$ cat src/rtl/chop_pkg.sv
`timescale 1ns/1ps
package chop_pkg;
  typedef enum logic {
    CH_EXC = 1'b0,
    CH_INH = 1'b1
  } chan_e;
endpackage

$ cat src/rtl/chop_phase_cnt.sv
`timescale 1ns/1ps
module chop_phase_cnt #(
  parameter int CNT_W = 4
) (
  input  logic             clk_i,
  input  logic             rst_ni,
  output logic [CNT_W-1:0] phase_o
);
  localparam logic [CNT_W-1:0] ONE = CNT_W'(1);

  logic [CNT_W-1:0] cnt_q;
  logic             seen_q;

  always_ff @(posedge clk_i or negedge rst_ni) begin
    if (!rst_ni) begin
      cnt_q  <= '0;
      seen_q <= 1'b0;
    end else begin
      cnt_q  <= cnt_q + ONE;
      seen_q <= 1'b1;
    end
  end

  assign phase_o = cnt_q;

  assert_phase_step_R4: assert property (@(posedge clk_i) disable iff (!rst_ni)
    seen_q |-> (cnt_q == $past(cnt_q) + ONE));
endmodule

$ cat src/rtl/chop_window_dec.sv
`timescale 1ns/1ps
module chop_window_dec #(
  parameter int MAG_W = 4
) (
  input  logic             clk_i,
  input  logic             rst_ni,
  input  logic [MAG_W-1:0] phase_i,
  output logic [MAG_W-1:0] win_o
);
  // bit k opens when phase[j:0] == 1 followed by j zeros, j = MAG_W-1-k
  for (genvar k = 0; k < MAG_W; k++) begin : g_win
    localparam int J = MAG_W - 1 - k;
    localparam logic [J:0] PAT = (J+1)'(1 << J);
    assign win_o[k] = (phase_i[J:0] == PAT);
  end

  assert_windows_disjoint_R3: assert property (@(posedge clk_i) disable iff (!rst_ni)
    $onehot0(win_o));
  assert_zero_slot_closed_R3: assert property (@(posedge clk_i) disable iff (!rst_ni)
    (phase_i == '0) |-> (win_o == '0));
endmodule

$ cat src/rtl/chop_router.sv
`timescale 1ns/1ps
module chop_router
  import chop_pkg::*;
#(
  parameter int MAG_W = 4
) (
  input  logic             pre_i,
  input  logic [MAG_W-1:0] win_i,
  input  logic [MAG_W-1:0] mag_i,
  input  chan_e            chan_i,
  output logic             exc_o,
  output logic             inh_o
);
  logic hit;

  assign hit   = pre_i && |(win_i & mag_i);
  assign exc_o = hit && (chan_i == CH_EXC);
  assign inh_o = hit && (chan_i == CH_INH);
endmodule

$ cat src/rtl/chop_synapse.sv
`timescale 1ns/1ps
module chop_synapse
  import chop_pkg::*;
#(
  parameter int MAG_W = 4
) (
  input  logic             clk_i,
  input  logic             rst_ni,
  input  logic             pre_i,
  input  logic [MAG_W:0]   weight_i,
  output logic             exc_o,
  output logic             inh_o
);
  localparam int SIGN_BIT = MAG_W;

  logic [MAG_W-1:0] phase;
  logic [MAG_W-1:0] win;
  logic [MAG_W-1:0] mag;
  chan_e            chan;

  assign mag  = weight_i[MAG_W-1:0];
  assign chan = chan_e'(weight_i[SIGN_BIT]);

  chop_phase_cnt #(.CNT_W(MAG_W)) u_cnt (
    .clk_i   (clk_i),
    .rst_ni  (rst_ni),
    .phase_o (phase)
  );

  chop_window_dec #(.MAG_W(MAG_W)) u_dec (
    .clk_i   (clk_i),
    .rst_ni  (rst_ni),
    .phase_i (phase),
    .win_o   (win)
  );

  chop_router #(.MAG_W(MAG_W)) u_rt (
    .pre_i  (pre_i),
    .win_i  (win),
    .mag_i  (mag),
    .chan_i (chan),
    .exc_o  (exc_o),
    .inh_o  (inh_o)
  );

  assert_out_needs_pulse_R5: assert property (@(posedge clk_i) disable iff (!rst_ni)
    (exc_o || inh_o) |-> pre_i);
  assert_unselected_low_R6: assert property (@(posedge clk_i) disable iff (!rst_ni)
    (weight_i[SIGN_BIT] ? !exc_o : !inh_o));
  assert_zero_blocks_R7: assert property (@(posedge clk_i) disable iff (!rst_ni)
    (mag == '0) |-> (!exc_o && !inh_o));
endmodule

$ cat config.mk
export PLATFORM = sky130hd
export DESIGN_NAME = chop_synapse
export DESIGN_NICKNAME = d
export VERILOG_FILES = /design/src/rtl/chop_pkg.sv /design/src/rtl/chop_phase_cnt.sv /design/src/rtl/chop_window_dec.sv /design/src/rtl/chop_router.sv /design/src/rtl/chop_synapse.sv
export SDC_FILE = /design/constraint.sdc
export NUM_CORES = 1
export LEC_CHECK = 0
export BUFFER_PORTS_ARGS = -buffer_cell sky130_fd_sc_hd__buf_2
export CORE_AREA = 2 2 39 41
export DETAILED_ROUTE_END_ITERATION = 10
export DIE_AREA = 0 0 41 43
export GPL_ROUTABILITY_DRIVEN = 0
export GPL_TIMING_DRIVEN = 0
export SETUP_SLACK_MARGIN = 0.5
export SYNTH_ARGS = -nofsm -noshare
export SYNTH_HDL_FRONTEND = slang
export SYNTH_SLANG_ARGS = --single-unit
$ cat constraint.sdc
create_clock -name clk_i -period 1.23 [get_ports clk_i]
set_input_delay 0.246 -clock clk_i [delete_from_list [all_inputs] [get_ports clk_i]]
set_output_delay 0.246 -clock clk_i [all_outputs]
set_load 0.01 [all_outputs]
==> results.sh <==
export IMPL_critPathBufInv=2
export IMPL_drt_iter0_drc=2
export IMPL_die_w_um=41
export IMPL_wire_per_inst_um=10.45
export IMPL_viasPerCell=3.843
export IMPL_drc=0
export IMPL_clkTransAtPathRegs_ps=40
export IMPL_period_minus_slack_ps=1601
export IMPL_post_route_cells_drive_above_1_share=0.6286
export IMPL_area_delta_synth_final_pct=64.52
export IMPL_vdd_ir_drop_max_uv=331.8
export IMPL_largest_reg_flops=4
export IMPL_status="complete, but fails checks"
export IMPL_numCtsBuffers=3
export IMPL_grt_overflow=0
export IMPL_placed_cell_area_um2=310.3
export IMPL_setup_violations=2
export IMPL_totalPowerFinal_mw=0.3253
export IMPL_die_h_um=43
export IMPL_grt_pass1_vias=204
export IMPL_utilization=0.2767
export IMPL_worstPathMaxFanout=3
export IMPL_port_buffers=9
export IMPL_crit_family="flip-flops"
export IMPL_start_util=0.1682
export IMPL_grt_max_degree=5
export IMPL_crit_arrival_ps=1350
export IMPL_cts_max_level=1
export IMPL_hold_viol=0
export IMPL_syn_avg_cell_area_um2=12.25
export IMPL_synth_warnings=0
export IMPL_dieArea_mm2=0.001763
export IMPL_p_per_area_mw_per_mm2=849.6
export IMPL_clkLatencyLatePin_ps=230
export IMPL_critPathCaptureType="output pin"
export IMPL_synth_net_count=30
export IMPL_ys_seq_area_frac=0.4301
export IMPL_setup_ws_ps=-370.9
export IMPL_required_ps=980
export IMPL_nets=48
export IMPL_violations="negative setup slack"
export IMPL_hpwlAfterDp_um=422.3
export IMPL_clk_path_buf_depth=2
export IMPL_finalCritPeriodShare=1.302
export IMPL_cts_root_buffer="clkbuf_4"
export IMPL_crit_path_max_incr_delay_ps=400
export IMPL_max_freq_mhz=624.7
export IMPL_dpl_cell_count=44
export IMPL_critPathLaunchType="flip-flop"
export IMPL_grt_use_total=0.07351
export IMPL_rsz0062_at_grt="yes"
export IMPL_clock_sinks=4
export IMPL_slew_headroom=0.8615
export IMPL_syn_inst=19
export IMPL_firstDrtPassIters=2
export IMPL_antenna_found_initial=0
export IMPL_antenna_cells=0
export IMPL_synth_seq_cells=4
export IMPL_crit_chain="inv_2, ha_4, nand3_4, a311oi_2, buf_2"
export IMPL_cts_tree="built"
export IMPL_max_cap_violations=0
export IMPL_via_count=196
export IMPL_syn_area_um2=232.7
export IMPL_row_count=14
export IMPL_setup_tns_ps=-659.4
export IMPL_drv_slew=0
export IMPL_antenna_left=0
export IMPL_clock_skew_ps=2.839
export IMPL_fin_cells=51
export IMPL_drt_total_wl_um=533
export IMPL_synth_distinct_cells=11
export IMPL_critPathKind="reg -> out"
export IMPL_io_pins=10
export IMPL_grt_pass1_wl_um=752
export IMPL_crit_slowest_cell="dfrtp_1"
export IMPL_finish_instance_area_um2=382.9
export IMPL_core_area_mm2=0.001384
export IMPL_hold_path_class="in -> async"
export IMPL_p_leak_nw=0.2032
export IMPL_tightest_slew_ps=207.7
==> what timing repair did <==
item / in CTS / in global routing
pin swaps: 0 / 1
resized for setup: 2 / 1
hold buffers: 1 / 0
hold endpoints to repair: 4 / 0
setup buffers: 3 / 0
cloned: 0 / 0
endpoints found under the setup margin: 5 / 5
==> Yosys cell counts <==
| library cell | n | area, µm² |
|---|---|---|
| xor2_1 | 1 | 8.760 |
| ha_1 | 3 | 37.54 |
| xnor2_1 | 1 | 8.760 |
| a31oi_1 | 1 | 6.260 |
| a22oi_1 | 1 | 7.510 |
| nand2_1 | 1 | 3.750 |
| a311oi_2 | 1 | 15.01 |
| inv_1 | 3 | 11.26 |
| dfrtp_1 | 4 | 100.1 |
| nand3_1 | 2 | 10.01 |
| nand4b_4 | 1 | 23.77 |
==> logic make-up after synthesis <==
logic type               share of synthesized area
AO/OA/AOI/OAI                               0.1237
XOR/XNOR                                   0.07528
adder cells (fa/ha/maj)                     0.1613
buffers and inverters                      0.04838
flip-flops                                  0.4301
AND/OR/NAND/NOR                             0.1613
==> final cells by class <==
type	instances	area, µm²
fill	148	1001
tap	16	20.02
clock buffer	3	22.52
multi-input combinational	12	151.4
sequential	4	100.1
inverter	3	11.26
timing repair buffer	13	77.57
==> cell usage in the layout, fill, tap and decap left out <==
cell	count
nand3_1	1
dlygate4sd3_1	1
buf_2	9
inv_2	2
ha_4	1
buf_4	3
nand3_4	1
nand2_1	1
xor2_1	1
xnor2_1	1
a22oi_2	1
dfrtp_1	4
a31oi_1	1
a311oi_2	1
inv_1	1
clkbuf_4	3
ha_1	2
nand4b_4	1
==> through the flow <==
stage	setup slack [ps]	hold slack (ps)
3_3_place_gp	-172.1	58.16
3_5_place_dp	-208.2	58.19
5_1_grt	-464.9	365.9
6_report	-370.9	369.7
4_1_cts	-400.8	353.8
2_1_floorplan	-50.52	-49.59
==> layer usage <==
metal	vias to the layer above	share of wire	global-route usage	wire, µm
met5	-	0	0	0
met4	0	0	0.08000	0
met3	0	0.11	0.04712	56
met2	10	0.50	0.1000	265
met1	87	0.39	0.06494	210
li1	99	-	-	-
==> worst paths after layout <==
| check | endpoint | slack (ps) | cells past startpoint | from |
|---|---|---|---|---|
| max | exc_o | -370 | 5 | u_cnt.phase_o[1] |
| min | u_cnt.phase_o[3] | 370 | 2 | rst_ni |
| max reg2reg | u_cnt.phase_o[2] | 230 | 3 | u_cnt.phase_o[1] |
| min reg2reg | u_cnt.phase_o[3] | 520 | 1 | u_cnt.phase_o[3] |
| max in group asynchronous | u_cnt.phase_o[0] | 740 | 2 | rst_ni |
| min in group clk_i | u_cnt.phase_o[3] | 520 | 1 | u_cnt.phase_o[3] |
==> power by group <==
part | total [mW] | switching (mW) | internal (mW)
sequential | 0.132 | 0 | 0.132
clock | 0.163 | 0.0537 | 0.109
combinational | 0.0301 | 0.0144 | 0.0157
total | 0.325 | 0.0681 | 0.257
Power figures use the tool's default switching activity.
